--- src/rtl/nmi_trap_unit.sv ---
module nmi_trap_unit #(
  parameter int XLEN = 32,
  parameter int NLINES = 4,
  parameter logic [XLEN-1:0] IRQ_VEC = 'h1000,
  parameter logic [XLEN-1:0] EXC_VEC = 'h1000,
  parameter bit NMI_EN = 1'b1,
  parameter bit HAS_C = 1'b0,
  parameter bit HAS_PMP = 1'b1
) (
  input  logic              clk,
  input  logic              rst_n,
  input  logic [NLINES-1:0] nmi_lines,
  input  logic              irq_req,
  input  logic [1:0]        cur_priv,
  input  logic [XLEN-1:0]   cur_pc,
  input  logic              exc_valid,
  input  logic              insn_valid,
  input  logic [31:0]       insn,
  input  logic              csr_en,
  input  logic              csr_we,
  input  logic [11:0]       csr_addr,
  input  logic [XLEN-1:0]   csr_wdata,
  output logic [XLEN-1:0]   csr_rdata,
  output logic              csr_illegal,
  output logic              irq_grant,
  output logic              handler_active,
  output logic              redir_valid,
  output logic [XLEN-1:0]   redir_pc,
  output logic [1:0]        redir_priv,
  output logic              exc_nmi_vec,
  output logic              ret_illegal,
  output logic              ret_misaligned
);
  localparam int CW = (NLINES > 1) ? $clog2(NLINES) : 1;
  localparam logic [31:0] RET_WORD = 32'h7020_0073;
  localparam logic [1:0] PRIV_M = 2'b11;
  localparam logic [11:0] BASE = 12'h350;

  logic              en;
  logic [XLEN-1:0]   scratch, saved_pc, cause;
  logic [1:0]        mpp;
  logic [CW-1:0]     low_idx;

  always_comb begin
    low_idx = '0;
    for (int i = NLINES - 1; i >= 0; i--)
      if (nmi_lines[i]) low_idx = CW'(i);
  end

  logic take_nmi, is_ret, ret_do, ill_mode, ill_target, ret_ok;
  assign handler_active = NMI_EN && !en;
  assign take_nmi = NMI_EN && en && (|nmi_lines);
  assign irq_grant = irq_req && !take_nmi && !handler_active;
  assign exc_nmi_vec = exc_valid && handler_active;

  assign is_ret = insn_valid && (insn == RET_WORD);
  assign ret_do = is_ret && !exc_valid && !take_nmi;
  assign ill_mode = !NMI_EN || (cur_priv != PRIV_M);
  assign ret_misaligned = ret_do && !ill_mode && !HAS_C && (saved_pc[1:0] != 2'b00);
  assign ill_target = !HAS_PMP && (mpp != PRIV_M);
  assign ret_illegal = ret_do && (ill_mode || (!ret_misaligned && ill_target));
  assign ret_ok = ret_do && !ret_illegal && !ret_misaligned;

  always_comb begin
    redir_valid = 1'b1;
    redir_priv = PRIV_M;
    redir_pc = IRQ_VEC;
    if (take_nmi) begin
      redir_pc = IRQ_VEC;
    end else if (exc_nmi_vec) begin
      redir_pc = EXC_VEC;
    end else if (ret_ok) begin
      redir_pc = saved_pc;
      redir_priv = mpp;
    end else begin
      redir_valid = 1'b0;
      redir_pc = '0;
      redir_priv = 2'b00;
    end
  end

  logic csr_hit, csr_wr;
  assign csr_hit = csr_en && (csr_addr[11:2] == BASE[11:2]);
  assign csr_illegal = csr_hit && !NMI_EN;
  assign csr_wr = csr_hit && NMI_EN && csr_we;

  always_comb begin
    csr_rdata = '0;
    if (csr_hit && NMI_EN)
      case (csr_addr[1:0])
        2'd0: csr_rdata = scratch;
        2'd1: csr_rdata = saved_pc;
        2'd2: csr_rdata = cause;
        default: csr_rdata = XLEN'({mpp, 11'b0});
      endcase
  end

  always_ff @(posedge clk) begin
    if (!rst_n) begin
      en <= 1'b1;
      scratch <= '0;
      saved_pc <= '0;
      cause <= '0;
      mpp <= 2'b00;
    end else if (NMI_EN) begin
      if (csr_wr)
        case (csr_addr[1:0])
          2'd0: scratch <= csr_wdata;
          2'd1: saved_pc <= csr_wdata;
          2'd2: cause <= csr_wdata;
          default: mpp <= csr_wdata[12:11];
        endcase
      if (take_nmi) begin
        en <= 1'b0;
        mpp <= cur_priv;
        cause <= XLEN'(low_idx);
        saved_pc <= cur_pc;
      end else if (ret_ok) begin
        en <= 1'b1;
      end
    end
  end
endmodule

--- config.mk ---
export PLATFORM = sky130hd
export DESIGN_NAME = nmi_trap_unit
export DESIGN_NICKNAME = d
export VERILOG_FILES = /design/src/rtl/nmi_trap_unit.sv
export SDC_FILE = /design/constraint.sdc
export NUM_CORES = 1
export LEC_CHECK = 0
export ABC_AREA = 1
export BUFFER_PORTS_ARGS = -buffer_cell sky130_fd_sc_hd__buf_2
export CAP_MARGIN = 5
export CELL_PAD_IN_SITES_DETAIL_PLACEMENT = 0
export CELL_PAD_IN_SITES_GLOBAL_PLACEMENT = 1
export CORE_MARGIN = 5
export CORE_UTILIZATION = 37
export DETAILED_ROUTE_END_ITERATION = 10
export PLACE_DENSITY = 0.89
export SKIP_LAST_GASP = 1
export SYNTH_ARGS = -nofsm -noshare
export SYNTH_HDL_FRONTEND = slang
export SYNTH_SLANG_ARGS = --single-unit
--- constraint.sdc ---
create_clock -name clk -period 2.4 [get_ports clk]
set_input_delay 0.48 -clock clk [delete_from_list [all_inputs] [get_ports clk]]
set_output_delay 0.48 -clock clk [all_outputs]
set_load 0.01 [all_outputs]
==> After elaboration in Yosys (flattened, before gate mapping) <==
Index checks and enable logic that the tools add are counted.
{ "classes": {"add_sub_neg": 0, "eq_ne": 6, "bitwise": 1, "div_mod_pow": 0, "n_lt_le_gt_ge": 0, "reduce_logical": 34, "shift": 0, "muxes": 26, "multipliers": 0} }
{ "ops": {"columns": ["op", "n"], "rows": [
  ["2-to-1 mux 32 bit", 7],
  ["one-hot mux 32 bit (3 select lines)", 1],
  ["equality test 32 x 31 -> 1 bit, second input constant", 1],
  ["2-to-1 mux 2 bit", 13],
  ["logical AND 1 bit", 14],
  ["equality test 10 x 8 -> 1 bit, second input constant", 1],
  ["AND reduction 2 bit", 5],
  ["nonzero test 2 bit", 5],
  ["logical NOT 1 bit", 6],
  ["2-to-1 mux 1 bit", 5],
  ["OR reduction 4 bit", 1],
  ["OR reduction 3 bit", 1],
  ["equality test 2 x 1 -> 1 bit, second input constant", 1],
  ["equality test 2 bit, second input constant", 1],
  ["logical NOT 2 bit", 1],
  ["inequality test 2 x 1 -> 1 bit, second input constant", 1],
  ["inequality test 2 bit, second input constant", 1],
  ["OR reduction 2 bit", 1],
  ["inverter 1 bit", 1]
]} }
{ "word_totals": {"elab_cells": 73, "out_inout_bits": 73, "regBits": 99, "mem_count": 0, "latchBits": 0, "input_bits": 121, "mem_bits_ro": 0, "ram_bits": 0} }

==> Longest topological paths before layout <==
{ "depth": {"word_depth": 11, "depth_mapped": 10, "mapped_depth_nobuf": 9} }

==> Least setup slack after synthesis <==
OpenSTA, ideal clock, no wires.
{ "synth_path": {"path_kind": "input -> output", "startpoint": "input nmi_lines[3]", "endpoint": "output redir_pc[21]", "required_ns": 1.920, "path_stages": 9, "path_slack_ns": 0.372, "arrival_time_ns": 1.548, "cell_sequence": "nor2_2 -> a21oi_4 -> inv_2 -> nand2_1 -> nor2_1 -> nand4_1 -> buf_2 -> buf_6 -> nor2_1"} }
{ "synth_via": {"elab_chain_cells": 11, "word_cells_on_any_way": 14} }
{ "synth_rtl": {"columns": ["element", "line_no", "rtl"], "rows": [
  ["from (decl)", "12", "input logic [NLINES-1:0] nmi_lines,"],
  ["OR reduction 4 bit (*)", "52", "assign take_nmi = NMI_EN && en && (|nmi_lines);"],
  ["logical AND 1 bit (*)", "52", null],
  ["logical NOT 1 bit", "57", "assign ret_do = is_ret && !exc_valid && !take_nmi;"],
  ["logical AND 1 bit", "57", null],
  ["logical AND 1 bit, on equally long branches", "61, 59", null],
  ["logical NOT 1 bit or logical AND 1 bit (tied branches)", "62, 59", null],
  ["logical AND 1 bit or logical NOT 1 bit (tied branches)", "62", "assign ret_ok = ret_do && !ret_illegal && !ret_misaligned;"],
  ["logical AND 1 bit", "62", null],
  ["2-to-1 mux 32 bit", "72", "end else if (ret_ok) begin"],
  ["2-to-1 mux 32 bit", "70", "end else if (exc_nmi_vec) begin"],
  ["2-to-1 mux 32 bit (*)", "68", "if (take_nmi) begin"],
  ["to (decl)", "28", "output logic [XLEN-1:0] redir_pc,"]
]} }
Mark *: on every way between the ends. The rest lies on a longest branch, timed or not.

==> Worst setup path in the final report <==
{ "layout_path": {"startpoint": "input insn[31]", "endpoint": "output redir_pc[31]"} }
{ "layout_via": {"elab_chain_cells": 11, "word_cells_on_any_way": 14} }
{ "layout_rtl": {"columns": ["element", "line_no", "rtl"], "rows": [
  ["from (decl)", "18", "input logic [31:0] insn,"],
  ["equality test 32 x 31 -> 1 bit (*)", "56", "assign is_ret = insn_valid && (insn == RET_WORD);"],
  ["logical AND 1 bit (*)", "56", null],
  ["logical AND 1 bit (*) (2 in series)", "57", null],
  ["logical AND 1 bit, on equally long branches", "61, 59", null],
  ["logical NOT 1 bit or logical AND 1 bit (tied branches)", "62, 59", null],
  ["logical AND 1 bit or logical NOT 1 bit (tied branches)", "62", null],
  ["logical AND 1 bit (*)", "62", null],
  ["2-to-1 mux 32 bit (*)", "72", null],
  ["2-to-1 mux 32 bit (*)", "70", null],
  ["2-to-1 mux 32 bit (*)", "68", null]
]} }
Marked as above.

==> impl_metrics.json <==
{
  "status": "finished, final reports clean",
  "path_class": "primary input to output pin",
  "final-max-slew-violation-count": 0,
  "synth_ff_type": "dfxtp_1",
  "synthArstFlopShare_pct": 0,
  "dieArea_sq_um": 18400,
  "synth_compound_area_share_pct": 13.3,
  "final_antenna_net_count": 0,
  "routed_wl_mm": 19.1,
  "cts_tree": "yes",
  "cp-end-kind": "output pin",
  "ys_warn_count": 0,
  "vias": 6223,
  "drc": 0,
  "rsz0062_at_grt": "no",
  "slew_headroom_pct": 54.8,
  "dieWidth_microns": 136,
  "dp_hpwl_mm": 13.5,
  "n_antenna_cell": 0,
  "cp.arrival_ns": 1.78,
  "io_pins": 194,
  "viasPerCell": 4.70,
  "synth_edf_count": 0,
  "dieHeight_microns": 136,
  "cap_violations": 0,
  "root_buffer": "clkbuf_16",
  "hp-class": "primary input to flip-flop",
  "ys_seq_elements": 99,
  "yosys.area_share.simple_pct": 40.0,
  "finalCritPeriodShare_pct": 94.4,
  "htreeDepth": 3,
  "ctsLongestPathBuffers": 2,
  "grt_usage_pct": 20.9,
  "start_util_pct": 37.3,
  "yosysTopAreaCell": "dfxtp_1",
  "max_clock_freq_mhz": 442,
  "synth_mux_area_share_pct": 0,
  "dr.pass1.iters": 5,
  "synth_top_area_share_pct": 33.9,
  "grt_max_degree": 58,
  "place_area_sq_um": 7110,
  "gp_congestion": 0.801,
  "grt_pass1_wl_mm": 30.6,
  "final_common_cell": "nand2_1",
  "synthToLayoutAreaGrowth_pct": 26.6,
  "nets": 1225,
  "yosysUniqueCellTypes": 30,
  "setup-violations-final": 0,
  "nFillCells": 1704,
  "power.total_uw": 3800,
  "fin_crit_ns": 2.26,
  "clock_skew_ns": 0.00465,
  "synth_top_family_by_area": "simple AND/OR/NAND/NOR gates",
  "place_ws_ns": 0.120,
  "leakagePower_uw": 0.00355,
  "fp-row-count": 46,
  "cts_buffers": 9,
  "dp.cells": 1309,
  "design_area_sq_um": 7410,
  "hold_viol": 0,
  "routedWlPerCell_microns": 14.4,
  "avgSynthCellArea_sq_um": 6.30,
  "synthAdderAreaFrac_pct": 0,
  "fp.coreArea_sq_um": 15700,
  "fin_tns_setup_ns": 0,
  "setup_ws_ns": 0.135,
  "critPathMaxFanout": 16,
  "mostFrequentLayoutCells": "nand2_1, buf_2, nor2_1",
  "insertion_delay_ns": 0.35,
  "clock-sinks": 99,
  "antenna_found_initial": 1,
  "synth.area.top_cells": "dfxtp_1, nand2_1, nor2_1, inv_1, a21oi_1",
  "tightestPinTransition_ns": 0.678,
  "crit_path_start_kind": "primary input",
  "synth-seq-area-share_pct": 33.9,
  "clk_pin_slew_ns": 0.07,
  "grt_pass1_vias": 5986,
  "ir_drop_mv": 0.303,
  "drive_gt1_share_pct": 26.3,
  "initialDrtViolationCount": 457,
  "synth_cells": 929,
  "synth_xor_area_share_pct": 0,
  "io_buffers": 190,
  "required_ns": 1.92,
  "p_per_area_nw_per_um2": 513,
  "final_cells": 1325,
  "grt_overflow": 0,
  "mappedNetlistArea_sq_um": 5850
}
## logic make-up (layout without fill, tap and decap cells)
logic type	Yosys count	in the layout
other	1	3
and+or+nand+nor	507	507
buffers and inverters	180	358
DFF	99	99
AOI/OAI and AO/OA	142	142
## final cells by class
class | count | area [sq um] | area share (%)
multi-input combinational | 652 | 3150 | 42.5
sequential | 99 | 1980 | 26.7
inverter | 123 | 467 | 6.30
tap | 216 | 270 | 3.65
timing repair buffer | 219 | 1240 | 16.8
clock inverter | 5 | 52.6 | 0.709
clock buffer | 11 | 243 | 3.28
## layer usage
metal  global-route usage, %  routed length (microns)  part of all wire (%)  vias to the layer above
li1                        -                        -                     -                     3253
met1                    25.6                     8120                    43                     2768
met2                    37.1                     9430                    49                      182
met3                    4.46                     1230                   6.5                       18
met4                    5.54                      311                   1.6                        2
met5                       0                        7                 0.037                        -
## state kept, by name, summed over array words and instances, names as in the netlist
name	cells
cause	32
saved_pc	32
scratch	32
mpp	2
en	1
## stage by stage
stage / hold WS (ns) / utilization (%)
floorplan: 0.424 / -
global placement: 0.433 / 45.3
detailed placement: 0.434 / 45.3
CTS: 0.419 / 47.1
global route: 0.446 / 47.2
finish: 0.430 / 47.2
## synth_stat cells, types with 2 or more instances
| cell | instances |
|---|---|
| nand2_1 | 229 |
| nor2_1 | 175 |
| inv_1 | 115 |
| dfxtp_1 | 99 |
| a21oi_1 | 69 |
| nand3_1 | 41 |
| o21ai_0 | 30 |
| o22ai_1 | 28 |
| nor3b_2 | 27 |
| clkbuf_1 | 25 |
| buf_2 | 24 |
| nor2_2 | 11 |
| nand4_1 | 8 |
| inv_2 | 7 |
| o21ai_1 | 7 |
| buf_4 | 5 |
| nor3b_1 | 4 |
| a221oi_1 | 3 |
| buf_6 | 3 |
| nor2_4 | 3 |
| nor3_1 | 3 |
| o21bai_1 | 3 |
| and2_0 | 2 |
| nand4_4 | 2 |
## worst max-delay path: stages
cell and delay (ns):
buf_2 0.10, inv_1 0.04, nand2_1 0.04, nor2_1 0.11, nor3b_1 0.31, nand4_1 0.19, buf_4 0.24, nor2_1 0.12
buf_2 0.15
## worst paths after layout
kind / from / depth (start not counted) / slack [ns] / endpoint
max: insn[31] / 9 / 0.14 / redir_pc[31]
max reg2reg: en / 8 / 0.63 / cause[0]
min reg2reg: scratch[31] / 2 / 0.44 / scratch[31]
min: csr_wdata[22] / 3 / 0.43 / scratch[22]
## power breakdown
group,switching (uW),internal [uW],total (uW)
registers,28.3,1690,1720
logic,367,239,605
clock network,647,833,1480
## timing repair
item | CTS | global route
setup endpoints to repair | 0 | 2
buffers inserted | 0 | 0
hold buffers | 0 | 0
resized for setup | 0 | 1
No activity file was read; power rests on OpenSTA's default activity.
